### src/rtl/rs_pkg.sv
package rs_pkg;
  parameter int RS_TAG_W  = 4;
  parameter int RS_DATA_W = 16;
  parameter int RS_OP_W   = 4;

  typedef struct packed {
    logic [RS_TAG_W-1:0]  tag;
    logic                 rdy;
    logic [RS_DATA_W-1:0] val;
  } src_t;

  typedef struct packed {
    logic [RS_OP_W-1:0]  op;
    logic [RS_TAG_W-1:0] dst;
    src_t                s1;
    src_t                s2;
  } ent_t;

  // capture a broadcast into a waiting source
  function automatic src_t src_wake(src_t s, logic bv, logic [RS_TAG_W-1:0] bt,
                                    logic [RS_DATA_W-1:0] bd);
    src_t r = s;
    if (bv && !s.rdy && (s.tag == bt)) begin
      r.rdy = 1'b1;
      r.val = bd;
    end
    return r;
  endfunction

  function automatic ent_t ent_wake(ent_t e, logic bv, logic [RS_TAG_W-1:0] bt,
                                    logic [RS_DATA_W-1:0] bd);
    ent_t r = e;
    r.s1 = src_wake(e.s1, bv, bt, bd);
    r.s2 = src_wake(e.s2, bv, bt, bd);
    return r;
  endfunction
endpackage

### src/rtl/rs_pick.sv
module rs_pick #(
  parameter int N = 8,
  localparam int IW = (N > 1) ? $clog2(N) : 1
) (
  input  logic [N-1:0]  vec,
  output logic          any,
  output logic [N-1:0]  oh,
  output logic [IW-1:0] idx
);
  always_comb begin
    oh  = '0;
    idx = '0;
    for (int i = N - 1; i >= 0; i--) begin
      if (vec[i]) begin
        oh    = '0;
        oh[i] = 1'b1;
        idx   = IW'(i);
      end
    end
    any = |vec;
  end
endmodule

### src/rtl/rs_entry.sv
module rs_entry
  import rs_pkg::*;
(
  input  logic                 clk,
  input  logic                 rst_n,
  input  logic                 wr_en,
  input  ent_t                 wr_ent,
  input  logic                 bc_valid,
  input  logic [RS_TAG_W-1:0]  bc_tag,
  input  logic [RS_DATA_W-1:0] bc_val,
  output ent_t                 ent_q
);
  always_ff @(posedge clk) begin
    if (!rst_n)     ent_q <= '0;
    else if (wr_en) ent_q <= ent_wake(wr_ent, bc_valid, bc_tag, bc_val);
    else            ent_q <= ent_wake(ent_q, bc_valid, bc_tag, bc_val);
  end
endmodule

### src/rtl/rs_pool.sv
module rs_pool
  import rs_pkg::*;
#(
  parameter int N_ENT = 8,
  localparam int IDX_W = (N_ENT > 1) ? $clog2(N_ENT) : 1
) (
  input  logic                 clk,
  input  logic                 rst_n,
  input  logic                 flush,
  input  logic                 ckpt_save,
  input  logic                 ckpt_restore,
  input  logic                 alloc_valid,
  input  logic [RS_OP_W-1:0]   alloc_op,
  input  logic [RS_TAG_W-1:0]  alloc_dst,
  input  logic [RS_TAG_W-1:0]  alloc_s1_tag,
  input  logic                 alloc_s1_rdy,
  input  logic [RS_DATA_W-1:0] alloc_s1_val,
  input  logic [RS_TAG_W-1:0]  alloc_s2_tag,
  input  logic                 alloc_s2_rdy,
  input  logic [RS_DATA_W-1:0] alloc_s2_val,
  output logic                 alloc_ready,
  input  logic                 bc_valid,
  input  logic [RS_TAG_W-1:0]  bc_tag,
  input  logic [RS_DATA_W-1:0] bc_val,
  output logic                 issue_valid,
  output logic [IDX_W-1:0]     issue_idx,
  output logic [RS_OP_W-1:0]   issue_op,
  output logic [RS_TAG_W-1:0]  issue_dst,
  output logic [RS_DATA_W-1:0] issue_s1_val,
  output logic [RS_DATA_W-1:0] issue_s2_val
);
  logic [N_ENT-1:0] busy_q, ckpt_q, req, grant_oh, alloc_oh, free_vec;
  logic [IDX_W-1:0] alloc_idx, grant_idx;
  logic             alloc_fire, any_grant;
  ent_t             new_ent;
  ent_t             ent_arr [N_ENT];

  assign free_vec = ~busy_q;

  rs_pick #(.N(N_ENT)) u_free_pick (
    .vec(free_vec), .any(alloc_ready), .oh(alloc_oh), .idx(alloc_idx));

  rs_pick #(.N(N_ENT)) u_grant_pick (
    .vec(req), .any(any_grant), .oh(grant_oh), .idx(grant_idx));

  assign alloc_fire = alloc_valid & alloc_ready & ~flush & ~ckpt_restore;

  always_comb begin
    new_ent.op     = alloc_op;
    new_ent.dst    = alloc_dst;
    new_ent.s1.tag = alloc_s1_tag;
    new_ent.s1.rdy = alloc_s1_rdy;
    new_ent.s1.val = alloc_s1_val;
    new_ent.s2.tag = alloc_s2_tag;
    new_ent.s2.rdy = alloc_s2_rdy;
    new_ent.s2.val = alloc_s2_val;
  end

  for (genvar g = 0; g < N_ENT; g++) begin : g_ent
    rs_entry u_ent (
      .clk(clk), .rst_n(rst_n),
      .wr_en(alloc_fire & alloc_oh[g]), .wr_ent(new_ent),
      .bc_valid(bc_valid), .bc_tag(bc_tag), .bc_val(bc_val),
      .ent_q(ent_arr[g]));
    assign req[g] = busy_q[g] & ent_arr[g].s1.rdy & ent_arr[g].s2.rdy;
  end

  always_ff @(posedge clk) begin
    if (!rst_n) begin
      busy_q <= '0;
      ckpt_q <= '0;
    end else begin
      if (flush)             busy_q <= '0;
      else if (ckpt_restore) busy_q <= busy_q & ckpt_q & ~grant_oh;
      else                   busy_q <= (busy_q & ~grant_oh) | (alloc_fire ? alloc_oh : '0);
      if (ckpt_save) ckpt_q <= busy_q;
    end
  end

  assign issue_valid  = any_grant;
  assign issue_idx    = grant_idx;
  assign issue_op     = ent_arr[grant_idx].op;
  assign issue_dst    = ent_arr[grant_idx].dst;
  assign issue_s1_val = ent_arr[grant_idx].s1.val;
  assign issue_s2_val = ent_arr[grant_idx].s2.val;
endmodule

### config.mk
export PLATFORM = sky130hd
export DESIGN_NAME = rs_pool
export DESIGN_NICKNAME = d
export VERILOG_FILES = /design/src/rtl/rs_pkg.sv /design/src/rtl/rs_pick.sv /design/src/rtl/rs_entry.sv /design/src/rtl/rs_pool.sv
export SDC_FILE = /design/constraint.sdc
export NUM_CORES = 1
export LEC_CHECK = 0
export BUFFER_PORTS_ARGS = -buffer_cell sky130_fd_sc_hd__buf_2
export CELL_PAD_IN_SITES_DETAIL_PLACEMENT = 1
export CELL_PAD_IN_SITES_GLOBAL_PLACEMENT = 1
export CORE_MARGIN = 3
export CORE_UTILIZATION = 35
export CTS_BUF_LIST = sky130_fd_sc_hd__clkbuf_8 sky130_fd_sc_hd__clkbuf_16
export CTS_CLUSTER_DIAMETER = 60
export DETAILED_ROUTE_END_ITERATION = 10
export HOLD_SLACK_MARGIN = 0.1
export PLACE_DENSITY_LB_ADDON = 0.05
export SETUP_SLACK_MARGIN = 0.1
export SYNTH_ARGS = -nofsm -noshare
export SYNTH_HDL_FRONTEND = slang
export SYNTH_HIERARCHICAL = 1
export SYNTH_SLANG_ARGS = --single-unit
### constraint.sdc
create_clock -name clk -period 5.8 [get_ports clk]
set_input_delay 1.16 -clock clk [delete_from_list [all_inputs] [get_ports clk]]
set_output_delay 1.16 -clock clk [all_outputs]
set_load 0.05 [all_outputs]
* Word level (Yosys, flattened, before mapping)
Cells that the tools add are included.
Widths: inputs -> output; s select.
** Cells by class
- Add/subtract/negate cells :: 0
- Multipliers :: 0
- Divide/modulo/power cells :: 0
- $lt $le $gt $ge :: 1
- Eq/ne operators :: 18
- Shift-type cells :: 0
- Muxes and demuxes :: 55
- Bitwise operators :: 37
- Reduce and logical (&&, ||, !) cells :: 73
** Operators with widths (count)
- $mux 17 :: 18
- $mux 38 :: 8
- $bmux 50 s3 :: 1
- $mux 8 :: 18
- $mux 50 :: 2
- $eq 4x4->1 :: 18
- $logic_and 1x1->1 :: 36
- $reduce_bool 2->1 :: 16
- $and 1x1->1 :: 27
- $and 8x8->8 :: 3
- $mux 3 :: 8
- $logic_not 1->1 :: 18
- $not 8->8 :: 2
- $reduce_or 8->1 :: 2
- $or 8x8->8 :: 1
- $ge 4x4->1 const B :: 1
- $not 3->4 :: 1
- $not 1->1 :: 3
- $reduce_or 2->1 :: 1
** Storage, ports and cells
- Bits in registers :: 416
- Bits in latches :: 0
- Bits in writable memories :: 0
- ROM bits :: 0
- Input bits :: 77
- Logic and storage cells :: 250
- Memories kept :: 0

* Logic depth before layout (Yosys ltp)
Gate-level depths: netlist of run 1.
- Word-level depth :: 14
- Gate-level depth with buffers :: 12
- Gate-level depth less buffers :: 11

* Modules after synthesis
The synthesis of run 1 kept the hierarchy.
** By module, submodules not included
- rs_entry :: instances 8, cells each 252, area each 2393.5 um2
- rs_pool :: instances 1, cells each 226, area each 3479.6 um2
- rs_pick :: instances 2, cells each 24, area each 143.9 um2

* Worst setup path after synthesis of run 1
No wires, ideal clock.
- Path kind :: reg-to-output
- From :: reg g_ent[5].u_ent/ent_q[16] (netlist bit)
- To :: out issue_dst[0]
- Arrival time :: 2933 ps
- Required time :: 4640 ps
- Slack :: 1707 ps
- Cell stages (with the launch flop) :: 7
- Buffers on the path :: 1
- Path through :: dfxtp_1 -> and3_1 -> nor2_2 -> o21ai_0 -> a21boi_0 -> clkbuf_1 -> mux2_2
** Between the ends
- Word-level cells in the longest chain between the ends :: 11
** RTL lines
- start, declared :: line rs_entry.sv:11 : output ent_t ent_q
- start signal, assigned :: line rs_entry.sv:15 : else if (wr_en) ent_q <= ent_wake(wr_ent, bc_valid, bc_tag, bc_val);
- start signal, assigned :: line rs_entry.sv:16 : else ent_q <= ent_wake(ent_q, bc_valid, bc_tag, bc_val);
- $and 1x1->1 :: line rs_pool.sv:65 : assign req[g] = busy_q[g] & ent_arr[g].s1.rdy & ent_arr[g].s2.rdy;
- via req[5] :: line rs_pool.sv:32 : logic [N_ENT-1:0] busy_q, ckpt_q, req, grant_oh, alloc_oh, free_vec;
- $mux 3 (6 in series) :: line rs_pick.sv:14 : if (vec[i]) begin
- via issue_idx[1] :: line rs_pool.sv:26 : output logic [IDX_W-1:0] issue_idx,
- $not 3->4 (implied by the code) :: line rs_pool.sv:83 : assign issue_dst = ent_arr[grant_idx].dst;
- $bmux 50 s3 :: line rs_pool.sv:83
- $mux 50 (2 in series)
- end, declared :: line rs_pool.sv:28 : output logic [RS_TAG_W-1:0] issue_dst,
The timed path passes the listed nets, and every way through them passes these cells. The select of a mux whose other input is x is not followed.

* Worst setup path after layout of run 1
- From :: reg g_ent[0].u_ent/ent_q[16] (netlist bit)
- To :: out issue_s1_val[14]
** Between the ends
- Word-level cells in the longest chain between the ends :: 6
** RTL lines
- start, declared :: line rs_entry.sv:11
- start signal, assigned :: line rs_entry.sv:15
- start signal, assigned :: line rs_entry.sv:16
- $and 1x1->1 :: line rs_pool.sv:65
- via req[0] :: line rs_pool.sv:32
- $mux 3 :: line rs_pick.sv:14
- $not 3->4 (implied by the code) :: line rs_pool.sv:84 : assign issue_s1_val = ent_arr[grant_idx].s1.val;
- $bmux 50 s3 :: line rs_pool.sv:84
- $mux 50 (2 in series)
- end, declared :: line rs_pool.sv:29 : output logic [RS_DATA_W-1:0] issue_s1_val,
The timed path passes the listed nets, and every way through them passes these cells. The select of a mux whose other input is x is not followed.

==> results_dict.tcl, run 1 <==
set metrics [dict create \
    first_iter_violations 1036 \
    cts_root_buffer "clkbuf_16" \
    clk_pin_slew_ns 0.06 \
    required_ns 4.64 \
    fillers 7337 \
    clk_latency_ns 0.59 \
    setup_viol_count_final 0 \
    hp-class "register to register" \
    fp.dieH_um 262 \
    dieArea_um2 68500 \
    nNetsFinal 2386 \
    worst_pin_slew_ns 1.38 \
    drc 0 \
    grt_pass1_vias 19200 \
    crit_type "register to output pin" \
    grt_max_degree 67 \
    core_area_um2 64600 \
    grt_use_met1 0.328 \
    relSlewSlack 0.0760 \
    drt-pass1-iter-count 8 \
    finalSetupTns_ns 0 \
    hpwl_mm 59.6 \
    critical_path.max_stage_delay_ns 0.69 \
    vdd_drop_max_v 0.000190 \
    routabilityCongestion 0.821 \
    grt-ovfl-total 0 \
    min_period_ns 5.00 \
    grt_pass1_wl_mm 132 \
    cp_max_fo 65 \
    cts-buffers-inserted 52 \
    ioPinCount 122 \
    vias 18700 \
    syn_inst 2283 \
    syn_nets 2360 \
    drive_above_1_share 0.213 \
    cts_resized 0 \
    postRouteAntennaNets 0 \
    row_count 93 \
    cts_tree "built" \
    period_share 0.863 \
    drt-total-wl_mm 90.2 \
    leakage_uw 0.00880 \
    port_buffers 121 \
    cts_buffer_depth 3 \
    grtUsageMet3 0.0287 \
    start_kind "register" \
    synth_area_um2 22900 \
    use_met2 0.457 \
    avgSynthCellArea_um2 10.0 \
    pwr_density_cell_nw_per_um2 267 \
    htree_levels 2 \
    worstPathArrival_ns 3.84 \
    initial_utilization 0.354 \
    path_cells "and3_1 > nor2_1 > o21ai_0 > o21bai_4 > buf_12 > mux4_1 > mux2_2 > buf_2" \
    status "finished, final reports clean" \
    drt-wirelength-per-cell_um 28.2 \
    antenna_found_initial 2 \
    fmax_mhz 200 \
    ctsHoldBuffers 0 \
    rsz0062_at_grt "no" \
    drv_cap 0 \
    syn_to_final_growth_pct 9.50 \
    slew_viol_final 0 \
    via_per_inst 5.84 \
    final_common_cell "dfxtp_1" \
    track_usage 0.260 \
    layout_common_cells "dfxtp_1, nand2_1, nor2_1, o21ai_1" \
    final_core_util 0.388 \
    die_x_um 262 \
    clock_sinks 416 \
    cts_setup_buffers 0 \
    power.total_uw 6690 \
    cp-end-kind "output pin" \
    critPathSlowestCell "o21bai_4" \
    final_hold_viol_count 0 \
    busiest_layer "met2" \
    yosys_warnings 6 \
    fin_worst_skew_ns 0.0169 \
]
==> critical path: cells and delay by family (launching register included) <==
family | cells | cell delay [ns]
compound gates | 2 | 0.83
buf+inv | 2 | 0.64
flops | 1 | 0.31
mux | 2 | 0.95
simple gates | 2 | 0.34
==> layout make-up <==
type,count,area [µm²],area share
flip-flops and latches,416,8330,0.332
well taps,855,1070,0.0427
multi-input cells,1623,12900,0.517
clock buffers,58,1400,0.0557
inverters,66,248,0.00989
diodes,2,5.00,0.000200
repair buffers,150,863,0.0345
clock inverters,31,199,0.00794
==> power by group <==
group | internal (µW) | switching (µW) | total [µW] | leakage [µW]
clock | 1790 | 1310 | 3110 | 0.000846
sequential | 2900 | 34.3 | 2940 | 0.00336
combinational | 190 | 457 | 647 | 0.00459
==> final timing paths <==
path         cells after the start                  endpoint  slack, ns                      from
max                              8          issue_s1_val[14]       0.80  g_ent[0].u_ent/ent_q[16]
min                              2  g_ent[6].u_ent/ent_q[15]       0.48  g_ent[6].u_ent/ent_q[15]
max reg2reg                     10  g_ent[7].u_ent/ent_q[15]       2.03                 busy_q[4]
min reg2reg                      2  g_ent[6].u_ent/ent_q[15]       0.48  g_ent[6].u_ent/ent_q[15]
==> metrics by stage <==
step / cells / area, µm² / setup WS [ns] / hold slack, ns
5_1_grt: 3199 / 25000 / 0.628 / 0.506
3_3_place_gp: 3110 / 23500 / 1.45 / 0.454
6_report: 3201 / 25100 / 0.796 / 0.476
4_1_cts: 3199 / 25000 / 0.768 / 0.480
3_5_place_dp: 3110 / 23500 / 1.41 / 0.471
2_1_floorplan: 2283 / 22900 / 1.71 / 0.438
==> flip-flops by register name, summed over array words and instances (netlist names) <==
| signal | cells |
|---|---|
| g_ent.u_ent/ent_q | 400 |
| busy_q | 8 |
| ckpt_q | 8 |
==> per-layer routing <==
metal	wire, µm	part of all wire
met1	38900	0.43
met2	44600	0.49
met3	3310	0.037
met5	13	0.00014
met4	3370	0.037
No activity file was read; power rests on OpenSTA's default activity.
==> run 2: changes to the inputs <==
- clock period: 5.8 -> 4.8 ns (I/O delays scaled with it)
==> run 2 against run 1 <==
Worst setup slack got worse by 0.35 ns. Combinational power increased by 24%. Routed wire length increased by 1.1%. Largest cell class unchanged.
==> results_dict.tcl, run 2 (synthesis gave the netlist of run 1 again) <==
set metrics [dict create \
    core_area_um2 64600 \
    cp_max_fo 32 \
    drive_above_1_share 0.226 \
    final_common_cell "dfxtp_1" \
    path_delay_family "compound AO/OA/AOI/OAI gates" \
    dp_cells 3152 \
    layout_common_cells "dfxtp_1, nand2_1, nor2_1, o21ai_1" \
    via_per_inst 5.76 \
    fp.dieH_um 262 \
    cts_root_buffer "clkbuf_16" \
    ioPinCount 122 \
    drt-total-wl_mm 91.2 \
    slew_viol_final 0 \
    first_iter_violations 1244 \
    cts-buffers-inserted 54 \
    drv_cap 0 \
    clk_pin_slew_ns 0.06 \
    status "finished, final reports clean" \
    largest_reg_flops 400 \
    path_buf_inv 2 \
    fin_cells 3251 \
    hpwl_mm 58.1 \
    cts_resized 0 \
    worstPathArrival_ns 3.40 \
    top_regs "g_ent.u_ent/ent_q x400, busy_q x8, ckpt_q x8" \
    drc 0 \
    drt-wirelength-per-cell_um 28.0 \
    leakage_uw 0.00913 \
    rsz0062_at_grt "no" \
    clk_latency_ns 0.60 \
    routabilityCongestion 0.816 \
    regMostFlops "g_ent.u_ent/ent_q" \
    grt_max_degree 63 \
    period_share 0.907 \
    initial_utilization 0.354 \
    critical_path.max_stage_delay_ns 0.70 \
    crit_type "register to output pin" \
    dieArea_um2 68500 \
    cts_buffer_depth 3 \
    ctsHoldBuffers 0 \
    syn_to_final_growth_pct 11.8 \
    cts_tree "built" \
    final_hold_viol_count 0 \
    finalSetupTns_ns 0 \
    ff2ff_setup_slack_ns 1.51 \
    fin_worst_skew_ns 0.0168 \
    drt-pass1-iter-count 5 \
    required_ns 3.84 \
    cp-end-kind "output pin" \
    hp-class "register to register" \
    postRouteAntennaNets 0 \
    grt-ovfl-total 0 \
    die_x_um 262 \
    start_kind "register" \
    path_cells "and3_1 > nor2_2 > nand2_1 > a21oi_4 > buf_12 > mux4_1 > mux2_2 > buf_2" \
    grt_pass1_vias 19600 \
    clock_sinks 416 \
    relSlewSlack 0.222 \
    fillers 7297 \
    nNetsFinal 2430 \
    port_buffers 121 \
    cts_setup_buffers 0 \
    grt_pass1_wl_mm 133 \
    htree_levels 2 \
    vias 18700 \
    pwr_density_cell_nw_per_um2 332 \
    row_count 93 \
    fmax_mhz 230 \
    track_usage 0.263 \
    setup_viol_count_final 0 \
    antenna_found_initial 2 \
    min_period_ns 4.36 \
    vdd_drop_max_v 0.000228 \
    critPathSlowestCell "a21oi_4" \
    worst_pin_slew_ns 1.17 \
]
run 2: cell types whose count changed in the layout (fill, tap and decap cells not counted), moves of 2 or more:
cell | before | now
inv_6 | 2 | 0
clkbuf_16 | 53 | 57
buf_4 | 27 | 67
inv_1 | 73 | 77
clkbuf_8 | 5 | 9
clkinv_2 | 10 | 6
nor3_4 | 10 | 8
bufinv_16 | 2 | 5
buf_12 | 3 | 5
nor3_2 | 6 | 8
o21ai_2 | 13 | 8
o21ai_1 | 155 | 160
run 2: cell type report:
type	instances	area (µm²)	share of cell area
antenna	1	2.50	0.0000978
sequential	416	8330	0.326
timing repair buffer	192	1200	0.0471
inverter	66	248	0.00968
tap	855	1070	0.0418
multi-input combinational	1623	12900	0.505
clock inverter	32	268	0.0105
clock buffer	66	1550	0.0606
run 2: per-layer routing:
metal / wire, µm / up-vias / track usage
met3: 3870 / 147 / 0.0337
met1: 41200 / 9503 / 0.350
met4: 2560 / 0 / 0.0775
met5: 0 / - / 0
li1: - / 8573 / -
met2: 43600 / 493 / 0.445
run 2: worst register-to-register path: cells and delay by family, from the launching register on:
family,cells,cell delay [ns]
AOI/OAI and AO/OA,2,0.28
buffers and inverters,3,0.70
DFF,1,0.36
and+or+nand+nor,6,1.89
run 2: report_power, final:
| part | switching [µW] | leakage (µW) | internal (µW) |
|---|---|---|---|
| registers | 32.6 | 0.00336 | 3510 |
| logic | 563 | 0.00481 | 240 |
| clock network | 1630 | 0.000967 | 2530 |
run 2: final timing paths:
path,endpoint,start,depth (start not counted)
worst max-delay path,issue_s1_val[2],g_ent[3].u_ent/ent_q[16],8
worst min-delay path,g_ent[6].u_ent/ent_q[15],g_ent[6].u_ent/ent_q[15],2
worst max register to register,g_ent[6].u_ent/ent_q[2],busy_q[1],11
worst min register to register,g_ent[6].u_ent/ent_q[15],g_ent[6].u_ent/ent_q[15],2
run 2: stage by stage:
step / hold WS (ns) / utilization / worst slack (ns) / area, µm² / total power (µW)
2_1_floorplan: 0.438 / - / 0.907 / 22900 / 4100
3_3_place_gp: 0.446 / 0.368 / 1.13 / 23800 / 4400
3_5_place_dp: 0.455 / 0.368 / 1.04 / 23800 / 4420
4_1_cts: 0.464 / 0.396 / 0.391 / 25600 / 8600
5_1_grt: 0.483 / 0.396 / 0.271 / 25600 / 8790
6_report: 0.464 / 0.396 / 0.444 / 25600 / 8500
